$ cat src/rtl/strobe_fifo_pkg.sv
package strobe_fifo_pkg;

  // number of stored words given two pointers carrying one wrap bit above the address
  function automatic logic [31:0] occupancy(input logic [31:0] wp,
                                            input logic [31:0] rp,
                                            input int unsigned pw);
    return (wp - rp) & ((32'd1 << pw) - 32'd1);
  endfunction

  // single-cycle level-change detectors
  function automatic logic rose_now(input logic cur, input logic prev);
    return cur & ~prev;
  endfunction

  function automatic logic fell_now(input logic cur, input logic prev);
    return ~cur & prev;
  endfunction

endpackage

$ cat src/rtl/sf_sync.sv
module sf_sync #(
  parameter int W      = 1,
  parameter int STAGES = 2
) (
  input  logic         clk,
  input  logic         rst_n,
  input  logic [W-1:0] d,
  output logic [W-1:0] q
);
  logic [W-1:0] st [STAGES];

  always_ff @(posedge clk or negedge rst_n) begin
    if (!rst_n) begin
      for (int i = 0; i < STAGES; i++) st[i] <= '0;
    end else begin
      st[0] <= d;
      for (int i = 1; i < STAGES; i++) st[i] <= st[i-1];
    end
  end

  assign q = st[STAGES-1];
endmodule

$ cat src/rtl/sf_rst_sync.sv
module sf_rst_sync #(
  parameter int STAGES = 2
) (
  input  logic clk,
  input  logic clear_n,
  output logic rst_n
);
  logic [STAGES-1:0] chain;

  always_ff @(posedge clk or negedge clear_n) begin
    if (!clear_n) chain <= '0;
    else          chain <= {chain[STAGES-2:0], 1'b1};
  end

  assign rst_n = chain[STAGES-1];
endmodule

$ cat src/rtl/sf_mem.sv
module sf_mem #(
  parameter int AW = 6,
  parameter int DW = 4
) (
  input  logic          clk,
  input  logic          we,
  input  logic [AW-1:0] waddr,
  input  logic [DW-1:0] wdata,
  input  logic [AW-1:0] raddr,
  output logic [DW-1:0] rdata
);
  localparam int DEPTH = 1 << AW;

  logic [DW-1:0] cells [DEPTH];

  always_ff @(posedge clk) begin
    if (we) cells[waddr] <= wdata;
  end

  assign rdata = cells[raddr];
endmodule

$ cat src/rtl/sf_wr_ctrl.sv
module sf_wr_ctrl
  import strobe_fifo_pkg::*;
#(
  parameter int AW = 6
) (
  input  logic        clk,
  input  logic        rst_n,
  input  logic        si_s,
  input  logic [AW:0] rd_ptr,
  output logic [AW:0] wr_ptr,
  output logic        we,
  output logic        in_ready,
  output logic        si_rise,
  output logic        si_fall,
  output logic        wr_pend,
  output logic        full
);
  localparam int unsigned PW    = AW + 1;
  localparam int unsigned DEPTH = 1 << AW;
  localparam logic [AW:0] ONE   = 1;

  logic si_q;
  logic full_after;

  always_ff @(posedge clk or negedge rst_n) begin
    if (!rst_n) si_q <= 1'b0;
    else        si_q <= si_s;
  end

  assign si_rise    = rose_now(si_s, si_q);
  assign si_fall    = fell_now(si_s, si_q);
  assign full       = occupancy(32'(wr_ptr), 32'(rd_ptr), PW) == 32'(DEPTH);
  assign full_after = occupancy(32'(wr_ptr + ONE), 32'(rd_ptr), PW) == 32'(DEPTH);
  assign we         = si_rise & in_ready;

  always_ff @(posedge clk or negedge rst_n) begin
    if (!rst_n) begin
      wr_ptr   <= '0;
      in_ready <= 1'b1;
      wr_pend  <= 1'b0;
    end else if (we) begin
      in_ready <= 1'b0;
      wr_pend  <= 1'b1;
    end else if (si_fall && wr_pend) begin
      wr_ptr   <= wr_ptr + ONE;
      wr_pend  <= 1'b0;
      in_ready <= ~full_after;
    end else if (!wr_pend && !in_ready && !full) begin
      in_ready <= 1'b1;
    end
  end
endmodule

$ cat src/rtl/sf_rd_ctrl.sv
module sf_rd_ctrl
  import strobe_fifo_pkg::*;
#(
  parameter int AW = 6,
  parameter int DW = 4
) (
  input  logic          clk,
  input  logic          rst_n,
  input  logic          so_s,
  input  logic [AW:0]   wr_ptr,
  input  logic [DW-1:0] mem_rdata,
  output logic [AW:0]   rd_ptr,
  output logic          out_ready,
  output logic [DW-1:0] dout_q,
  output logic          so_rise,
  output logic          so_fall,
  output logic          rd_pend,
  output logic          empty
);
  localparam int unsigned PW  = AW + 1;
  localparam logic [AW:0] ONE = 1;

  logic so_q;
  logic take;

  always_ff @(posedge clk or negedge rst_n) begin
    if (!rst_n) so_q <= 1'b0;
    else        so_q <= so_s;
  end

  assign so_rise = rose_now(so_s, so_q);
  assign so_fall = fell_now(so_s, so_q);
  assign empty   = occupancy(32'(wr_ptr), 32'(rd_ptr), PW) == 32'd0;
  assign take    = so_rise & out_ready;

  always_ff @(posedge clk or negedge rst_n) begin
    if (!rst_n) begin
      rd_ptr    <= '0;
      out_ready <= 1'b0;
      rd_pend   <= 1'b0;
      dout_q    <= '0;
    end else if (take) begin
      out_ready <= 1'b0;
      rd_pend   <= 1'b1;
    end else if (so_fall && rd_pend) begin
      rd_ptr    <= rd_ptr + ONE;
      rd_pend   <= 1'b0;
    end else if (!rd_pend && !out_ready && !empty) begin
      dout_q    <= mem_rdata;
      out_ready <= 1'b1;
    end
  end
endmodule

$ cat src/rtl/strobe_fifo.sv
module strobe_fifo #(
  parameter int AW = 6,
  parameter int DW = 4
) (
  input  logic          clk,
  input  logic          clear_n,
  input  logic          wr_strobe,
  input  logic [DW-1:0] wr_data,
  output logic          wr_ready,
  input  logic          rd_strobe,
  output logic          rd_valid,
  input  logic          oe_n,
  output logic [DW-1:0] rd_data
);
  logic          rst_n_i;
  logic [1:0]    strobes_s;
  logic          si_s, so_s;
  logic [AW:0]   wr_ptr, rd_ptr;
  logic          we, si_rise, si_fall, wr_pend, full;
  logic          so_rise, so_fall, rd_pend, empty;
  logic [DW-1:0] mem_rdata, dout_q;

  sf_rst_sync #(.STAGES(2)) u_rst (
    .clk(clk), .clear_n(clear_n), .rst_n(rst_n_i)
  );

  sf_sync #(.W(2), .STAGES(2)) u_sync (
    .clk(clk), .rst_n(rst_n_i), .d({rd_strobe, wr_strobe}), .q(strobes_s)
  );
  assign si_s = strobes_s[0];
  assign so_s = strobes_s[1];

  sf_wr_ctrl #(.AW(AW)) u_wr (
    .clk(clk), .rst_n(rst_n_i), .si_s(si_s), .rd_ptr(rd_ptr),
    .wr_ptr(wr_ptr), .we(we), .in_ready(wr_ready), .si_rise(si_rise),
    .si_fall(si_fall), .wr_pend(wr_pend), .full(full)
  );

  sf_mem #(.AW(AW), .DW(DW)) u_mem (
    .clk(clk), .we(we), .waddr(wr_ptr[AW-1:0]), .wdata(wr_data),
    .raddr(rd_ptr[AW-1:0]), .rdata(mem_rdata)
  );

  sf_rd_ctrl #(.AW(AW), .DW(DW)) u_rd (
    .clk(clk), .rst_n(rst_n_i), .so_s(so_s), .wr_ptr(wr_ptr),
    .mem_rdata(mem_rdata), .rd_ptr(rd_ptr), .out_ready(rd_valid),
    .dout_q(dout_q), .so_rise(so_rise), .so_fall(so_fall),
    .rd_pend(rd_pend), .empty(empty)
  );

  assign rd_data = oe_n ? '0 : dout_q;
endmodule

$ cat config.mk
export PLATFORM = sky130hd
export DESIGN_NAME = strobe_fifo
export DESIGN_NICKNAME = d
export VERILOG_FILES = /design/src/rtl/strobe_fifo_pkg.sv /design/src/rtl/sf_sync.sv /design/src/rtl/sf_rst_sync.sv /design/src/rtl/sf_mem.sv /design/src/rtl/sf_wr_ctrl.sv /design/src/rtl/sf_rd_ctrl.sv /design/src/rtl/strobe_fifo.sv
export SDC_FILE = /design/constraint.sdc
export NUM_CORES = 1
export LEC_CHECK = 0
export ABC_AREA = 1
export BUFFER_PORTS_ARGS = -buffer_cell sky130_fd_sc_hd__buf_2
export CAP_MARGIN = 25
export CELL_PAD_IN_SITES_DETAIL_PLACEMENT = 0
export CELL_PAD_IN_SITES_GLOBAL_PLACEMENT = 2
export CORE_UTILIZATION = 41
export CTS_CLUSTER_SIZE = 30
export DETAILED_ROUTE_END_ITERATION = 8
export GPL_ROUTABILITY_DRIVEN = 0
export PLACE_DENSITY = 0.83
export SYNTH_ARGS = -nofsm -noshare
export SYNTH_HDL_FRONTEND = slang
export SYNTH_SLANG_ARGS = --single-unit
export TNS_END_PERCENT = 1
$ cat constraint.sdc
create_clock -name clk -period 1 [get_ports clk]
set_clock_uncertainty 0.05 [all_clocks]
set_input_delay 0.1 -clock clk [delete_from_list [all_inputs] [get_ports clk]]
set_output_delay 0.1 -clock clk [all_outputs]
set_load 0.01 [all_outputs]
# Word level (Yosys, flattened, before mapping)
# Memories as Yosys holds them, arrays and structs flattened. A register that Yosys moved wholly into a read port is not among the register bits.
# Cells that the tools add are included.
dict set report op_classes {
  mux 13
  n_reduce_logical 22
  n_eq_ne 3
  bitwise 14
  add_sub_neg 5
}
# op n
set op_table {}
lappend op_table {{$logic_not A32 Y1} 1}
lappend op_table {{$add A7 B1 Y7 const B} 3}
lappend op_table {{$eq A7 B7 Y1 const B} 2}
lappend op_table {{$sub A7 B7 Y7} 2}
lappend op_table {{$mux W1} 12}
lappend op_table {{$not A1 Y1} 8}
lappend op_table {{$logic_not A1 Y1} 7}
lappend op_table {{$and A1 B1 Y1} 6}
lappend op_table {{$logic_and A1 B1 Y1} 6}
lappend op_table {{$reduce_and A2 Y1} 3}
lappend op_table {{$reduce_bool A2 Y1} 3}
lappend op_table {{$mux W4} 1}
lappend op_table {{$reduce_and A3 Y1} 1}
lappend op_table {{$reduce_bool A3 Y1} 1}
lappend op_table {{$ne A2 B1 Y1 const B} 1}
dict set report totals {
  n_memories 1
  ram_bits 256
  register_bits 26
  inputBits 9
  output_inout_bits 6
  wordCells 69
}
# memory words word_bits read_ports rd_ports_with_merged_regs wr line
set memory_table {}
lappend memory_table {u_mem.cells 64 4 1 1 1 sf_mem.sv:14} ;# logic [DW-1:0] cells [DEPTH];

# Logic depth before layout (Yosys ltp)
# Gate-level depths: netlist (run 1).
dict set report depth {
  word_depth 7
  ltp_mapped 17
  mapped_depth_nobuf 14
}

# Modules after synthesis
# From an unflattened synthesis (run 1), not the netlist that was laid out.
dict set report hier_totals {
  hier_cells 1246
  area_unflattened_um2 13107.6
}
# mod instances seq_area_each_um2 cells_per_inst area_each_um2
set modules_own_cells {}
lappend modules_own_cells {sf_mem 1 7687.4 944 10801.6}
lappend modules_own_cells {sf_wr_ctrl 1 251.5 163 1122.3}
lappend modules_own_cells {sf_rd_ctrl 1 350.3 122 984.7}
lappend modules_own_cells {sf_sync 1 100.1 6 115.1}
lappend modules_own_cells {sf_rst_sync 1 50.0 3 53.8}
lappend modules_own_cells {strobe_fifo 1 0.0 8 30.0}

# Worst setup path after synthesis (run 1)
# Ideal clock, no wire load.
dict set report synth_path {
  path_kind {register to register}
  from {register u_rd.rd_ptr[1]}
  to {register u_wr.in_ready}
  setup_slack_ns -1.493
  t_arrival_ns 2.368
  synth_period_minus_slack_ns 2.493
  stages_incl_launch_ff 16
  t_required_ns 0.874
  setup_ns 0.076
  path_buffers 2
  cell_sequence {dfrtp_1 > buf_2 > inv_2 > buf_2 > ha_1 > inv_1 > ha_1 > inv_1 > fa_1 > nand2_1 > nor3_1 > nand2_1 > nor3_1 > a21oi_1 > nand2_1 > nand2_1}
}
dict set report synth_between {
  elab_chain_cells 5
  word_cells_on_any_way 10
  cone_classes {2 x add/sub; 2 x eq/ne; 2 x mux; 1 x bitwise; 3 x reduce/logical}
}
# item line
set synth_lines {}
lappend synth_lines {{start: declaration} sf_rd_ctrl.sv:12} ;# output logic [AW:0] rd_ptr,
lappend synth_lines {{start signal: assignment} sf_rd_ctrl.sv:46} ;# rd_ptr <= rd_ptr + ONE;
lappend synth_lines {{$sub A7 B7 Y7} strobe_fifo_pkg.sv:7} ;# return (wp - rp) & ((32'd1 << pw) - 32'd1);
lappend synth_lines {{$eq A7 B7 Y1, on equally long branches} {sf_wr_ctrl.sv:33, sf_wr_ctrl.sv:32}}
lappend synth_lines {{$not A1 Y1 / $logic_not A1 Y1 (equally long branches)} {sf_wr_ctrl.sv:47, sf_wr_ctrl.sv:48}}
lappend synth_lines {{$mux W1 / $logic_and A1 B1 Y1 (equally long branches)} {sf_wr_ctrl.sv:44, sf_wr_ctrl.sv:48}}
lappend synth_lines {{$mux W1 / $reduce_bool A3 Y1 (equally long branches)} -}
lappend synth_lines {{end signal: assignment} sf_wr_ctrl.sv:47} ;# in_ready <= ~full_after;
lappend synth_lines {{end: declaration} sf_wr_ctrl.sv:12} ;# output logic in_ready,
# Several ways; a longest one is shown, not always the timed one.
# A chain may end at the register's enable or synchronous reset.

# Final worst setup path (run 1)
# Ends and elaborated chain as after synthesis.

==> results of run 1 <==
[cell families after synthesis]
family | Yosys count
adders and majority gates | 19
xor gates and xnor gates | 15
AOI/OAI and AO/OA | 53
buffers and inverters | 241
other | 1
DFF | 286
and+or+nand+nor | 719
[sequential cells by signal (all words and copies together) (netlist names), 2 cells and up]
signal       count
u_mem.cells    256
u_rd.dout_q      4
u_rd.rd_ptr      7
u_rst.chain      2
u_sync.q         2
u_sync.st        2
u_wr.wr_ptr      7
[path summary, 6_finish.rpt]
| check | endpoint | cells after the start |
|---|---|---|
| min in group asynchronous | u_rd.out_ready | 1 |
| worst max register to register | u_wr.in_ready | 13 |
| worst min-delay path | u_mem.cells[19][3] | 2 |
| max in group asynchronous | u_wr.in_ready | 1 |
| worst min register to register | u_rd.out_ready | 1 |
| worst max-delay path | u_wr.in_ready | 13 |
[area by class of cell]
cell class	instances	area, um^2
Sequential cell	286	8450
Clock buffer	37	798
Inverter	191	747
Fill cell	2722	14300
Clock inverter	21	179
Multi-Input combinational cell	807	4160
Timing Repair Buffer	177	1750
Tap cell	396	495
[metal layers]
layer  routed length, um  track usage
met2               16300        0.362
met1               15400        0.296
met5                   0            0
met4                 705       0.0571
met3                1600       0.0275
[worst register-to-register path: stages, from the launching register on]
cell and delay (ns):
dfrtp_2 0.43, inv_4 0.07, ha_4 0.20, inv_2 0.06, ha_4 0.14, inv_2 0.04, fa_2 0.52, nand2_2 0.05
nor3_2 0.09, nand2_1 0.08, nor3_2 0.12, a21oi_1 0.09, nand2_1 0.07, nand2_1 0.05
[cells in the final DEF, fill, tap and decap left out, types with 12 or more instances in the layout]
master and count:
a21oi_1 13, nand2_2 13, nand3_1 134, clkbuf_16 31
nor2_1 113, nand2_1 383, buf_4 95, o21ai_0 30
buf_6 44, inv_1 169, buf_2 12, edfxtp_1 256
nor2_4 40, dfrtp_1 26, buf_12 15
[power by group]
group | internal (mW) | total (mW) | leakage [nW] | switching (mW)
clock network | 6.43 | 11.1 | 0.478 | 4.63
logic | 6.89 | 18.0 | 3.85 | 11.1
registers | 13.5 | 13.9 | 2.67 | 0.379
[repair_timing]
action	CTS	global route
setup buffers	2	2
hold buffers	6	0
resized for setup	174	34
pin swaps	19	10
setup endpoints to repair	284	284
cloned	2	0
hold endpoints to repair	54	0
[per-stage QoR]
step                      power [mW]  utilization  instance area [um^2]  worst slack, ns  setup TNS, ns
after floorplan                 24.2            -                 13100            -1.40        -180.87
after global placement          30.0        0.476                 14700            -1.27        -214.41
after detailed placement        30.1        0.476                 14700            -1.24        -216.97
after CTS                       43.0        0.532                 16400            -1.16        -171.96
after global routing            45.8        0.536                 16600            -1.27        -190.74
final                           42.9        0.536                 16600            -1.10        -171.34
==> results_dict.tcl, run 1 <==
set metrics [dict create \
    status "finished with violations" \
    violations "negative setup slack" \
    worst-path-buf-inv 3 \
    r2r-start "u_rd.rd_ptr[1]" \
    firstDrtPassIters 5 \
    clkSinkCount 286 \
    finalSetupViolations 284 \
    clk_pin_slew_ns 0.06 \
    h-tree-depth 1 \
    drc 0 \
    final_hold_viol_count 0 \
    critPathKind "flop to flop" \
    netlist_area_um2 13000 \
    synth_fp_nets 1362 \
    num_antenna_cells 0 \
    fmax_mhz 475 \
    ant_nets 0 \
    p_leak_nw 6.99 \
    syn_area_per_cell_um2 9.77 \
    cp_max_fo 3 \
    antenna_found_initial 0 \
    synthMuxAreaShare 0 \
    syn_to_final_growth_pct 27.3 \
    start_util 0.421 \
    synth_compound_area_frac 0.0204 \
    ios 15 \
    finalNonFillerCells 1915 \
    synth_top_area_frac 0.590 \
    avgRoutedWirePerCell_um 17.8 \
    report.final.slew_viol_count 0 \
    rrSetupSlack_ns -1.10 \
    cpPeakStageDelay_ns 0.52 \
    rsz0062_at_grt "yes" \
    hold_ws_ns 0.00730 \
    clockBufferDepth 3 \
    yosysMostFrequentCell "nand2_1" \
    final_layout_size_suffix_gt1_frac 0.217 \
    synth_area_leader_cell "edfxtp_1" \
    dpl.cell_count 1845 \
    dr_total_vias 9317 \
    wirelength_um 34000 \
    dpl.hpwl_um 21300 \
    path_delay_family "adder cells" \
    grt_pass1_vias 9370 \
    yosysUniqueCellTypes 27 \
    worstPathRequired_ns 1.45 \
    yosys.area_share.simple 0.225 \
    core_area_um2 30900 \
    die_w_um 180 \
    path_common_cell "nand2_1" \
    async_flop_share 0.105 \
    synth_common_cells "nand2_1, edfxtp_1, inv_1" \
    synth-seq-cells 286 \
    hp-class "primary input to flop" \
    min_period_ns 2.10 \
    end_kind "flop" \
    synthXorXnorAreaFrac 0.0101 \
    peakVddDrop_uv 1640 \
    synth_fa_ha_area_frac 0.0206 \
    worstPathArrival_ns 2.55 \
    numPortBuffers 14 \
    grt_max_degree 65 \
    cp_cell_sequence "inv_4 -> ha_4 -> inv_2 -> ha_4 -> inv_2 -> fa_2 -> nand2_2 -> nor3_2 -> nand2_1 -> nor3_2 -> a21oi_1 -> nand2_1 -> nand2_1" \
    synth_edf_count 256 \
    finalCritPeriodShare 2.10 \
    drt_iter0_drc 598 \
    grt_usage 0.216 \
    netlist_instances 1334 \
    cp-start-kind "flop" \
    num_rows 64 \
    clkLatencyLatePin_ns 0.56 \
    synth_top_flop_cell "edfxtp_1" \
    critPathSlowestCell "fa_2" \
    gr-total-overflow 0 \
    min_from "wr_data[3]" \
    die_h_um 180 \
    grt_pass1_wl_um 53600 \
    pwr_density_cell_nw_per_um2 2590 \
    die_area_um2 32500 \
    cts_root_buf "clkbuf_16" \
    nets 1522 \
    netlist_top_cells_area "edfxtp_1, nand2_1, dfrtp_1" \
    final.setup.worst_slack_ns -1.10 \
    viasPerCell 4.87 \
    synth_top_family_by_area "simple AND/OR/NAND/NOR gates" \
    cts_made_buffers 31 \
    startpoint "u_rd.rd_ptr[1]" \
    ys_warn_count 0 \
    cts_tree "built" \
    ys_seq_area_frac 0.648 \
    drv_cap 0 \
]
Note: power is estimated with default switching activity, not from simulation.
==> run 2, diff against run 1 <==
GPL_TIMING_DRIVEN = 0   (was default)
==> results_dict.tcl, run 2 (synthesized netlist as in run 1, its figures left out) <==
set metrics [dict create \
    status "finished with violations" \
    violations "negative setup slack" \
    hp-class "primary input to flop" \
    placed_area_um2 13800 \
    critPathKind "flop to flop" \
    syn_to_final_growth_pct 21.4 \
    gr-total-overflow 0 \
    r2r-start "u_rd.rd_ptr[0]" \
    fmax_mhz 414 \
    grt_pass1_vias 9157 \
    viasPerCell 4.96 \
    die_w_um 180 \
    rsz0062_at_grt "yes" \
    final_cell_mix "nand2_1, edfxtp_1, inv_1" \
    finalSetupViolations 282 \
    num_antenna_cells 0 \
    top_register "u_mem.cells" \
    top_regs "u_mem.cells: 256 flops, u_rd.rd_ptr: 7 flops, u_wr.wr_ptr: 7 flops" \
    dpl.hpwl_um 23700 \
    end_kind "flop" \
    min_period_ns 2.41 \
    report.final.slew_viol_count 0 \
    rrSetupSlack_ns -1.41 \
    finalCritPeriodShare 2.41 \
    die_area_um2 32500 \
    power_mw 44.2 \
    core_area_um2 30900 \
    clkSinkCount 286 \
    largest_reg_flops 256 \
    rr_endpoint "u_wr.in_ready" \
    clkLatencyLatePin_ns 0.51 \
    cp-start-kind "flop" \
    ant_nets 0 \
    cts_made_buffers 34 \
    max_slew_margin 0.531 \
    critPathSlowestCell "fa_2" \
    avgRoutedWirePerCell_um 19.3 \
    numPortBuffers 14 \
    dr_total_vias 9148 \
    holdPathEnd "u_mem.cells[40][0]" \
    cts_tree "built" \
    path_common_cell "nand2_1" \
    drc 0 \
    ios 15 \
    layout_commonest_cell "nand2_1" \
    grt_pass1_wl_um 55000 \
    clk_pin_slew_ns 0.06 \
    grt_usage 0.229 \
    tightest_slew_ns 0.704 \
    drt_iter0_drc 725 \
    worstPathRequired_ns 1.39 \
    worstPathArrival_ns 2.81 \
    final_hold_viol_count 0 \
    die_h_um 180 \
    clockBufferDepth 3 \
    h-tree-depth 2 \
    firstDrtPassIters 5 \
    tns_ns -217.12 \
    reg2reg_depth 16 \
    final_layout_size_suffix_gt1_frac 0.190 \
    nets 1452 \
    start_util 0.421 \
    grt_max_degree 43 \
    peakVddDrop_uv 1650 \
    cp_cell_sequence "buf_6 -> inv_4 -> buf_12 -> buf_8 -> buf_12 -> ha_4 -> ha_4 -> inv_2 -> fa_2 -> nand2_2 -> nor3_2 -> nand2_1 -> nor3_2 -> a21oi_2 -> nand2_1 -> nand2_1" \
    drv_cap 0 \
    cpPeakStageDelay_ns 0.52 \
    min_from "wr_data[0]" \
    num_rows 64 \
    cp_max_fo 2 \
    antenna_found_initial 0 \
    cts_root_buf "clkbuf_16" \
    pwr_density_cell_nw_per_um2 2790 \
    wirelength_um 35600 \
    p_leak_nw 6.58 \
    final.setup.worst_slack_ns -1.41 \
    holdPathStages 1 \
    fin_area_um2 15800 \
]
==> run 2: how the worst max path moves through the flow <==
stage | end | from
finish | u_wr.in_ready | u_rd.rd_ptr[0]
global route | u_wr.in_ready | u_rd.rd_ptr[0]
CTS | u_wr.in_ready | u_rd.rd_ptr[0]
detailed placement | u_wr.in_ready | u_rd.rd_ptr[0]
global placement | u_wr.in_ready | u_rd.rd_ptr[0]
floorplan | u_wr.in_ready | u_rd.rd_ptr[0]
==> run 2: critical path, delay by kind of cell (launching register included) <==
family | cells | cell delay [ns]
adders and majority gates | 3 | 0.77
and+or+nand+nor | 6 | 0.56
buffers and inverters | 6 | 0.51
DFF | 1 | 0.38
AOI/OAI and AO/OA | 1 | 0.09
==> run 2: per-layer routing <==
layer	vias to the layer above	global-route usage	wire, um
li1	4493	-	-
met1	4391	0.304	16000
met2	205	0.389	17200
met3	59	0.0315	1620
met4	0	0.0687	840
met5	-	0	0
==> run 2: through the flow <==
step                      setup WS, ns  cells  hold slack, ns  utilization
after floorplan                  -1.40   1334          -0.246            -
after global placement           -1.83   1744          -0.163        0.443
after detailed placement         -1.82   1749          -0.160        0.447
after CTS                        -1.41   1835          0.0588        0.503
after global routing             -1.52   1844          0.0870        0.512
final                            -1.41   1844          0.0747        0.512
==> run 2: repair_timing <==
| item | in CTS | in global routing |
|---|---|---|
| setup endpoints to repair | 282 | 284 |
| endpoints found under the hold margin | 4 | 0 |
| pin swaps | 16 | 7 |
| hold buffers | 4 | 0 |
| buffers inserted | 22 | 9 |
| resized for setup | 106 | 81 |
==> run 2: where the power goes <==
group	total, mW	internal (mW)	switching (mW)
clock	12.6	7.82	4.76
sequential	13.9	13.5	0.440
combinational	17.7	6.10	11.6
==> run 2: cell type report <==
type,instances,area [um^2]
Fill cell,2907,15100
Sequential cell,286,8450
Multi-Input combinational cell,807,4090
Clock buffer,44,962
Inverter,191,756
Tap cell,396,495
Timing Repair Buffer,54,485
Buffer,50,399
Clock inverter,16,186
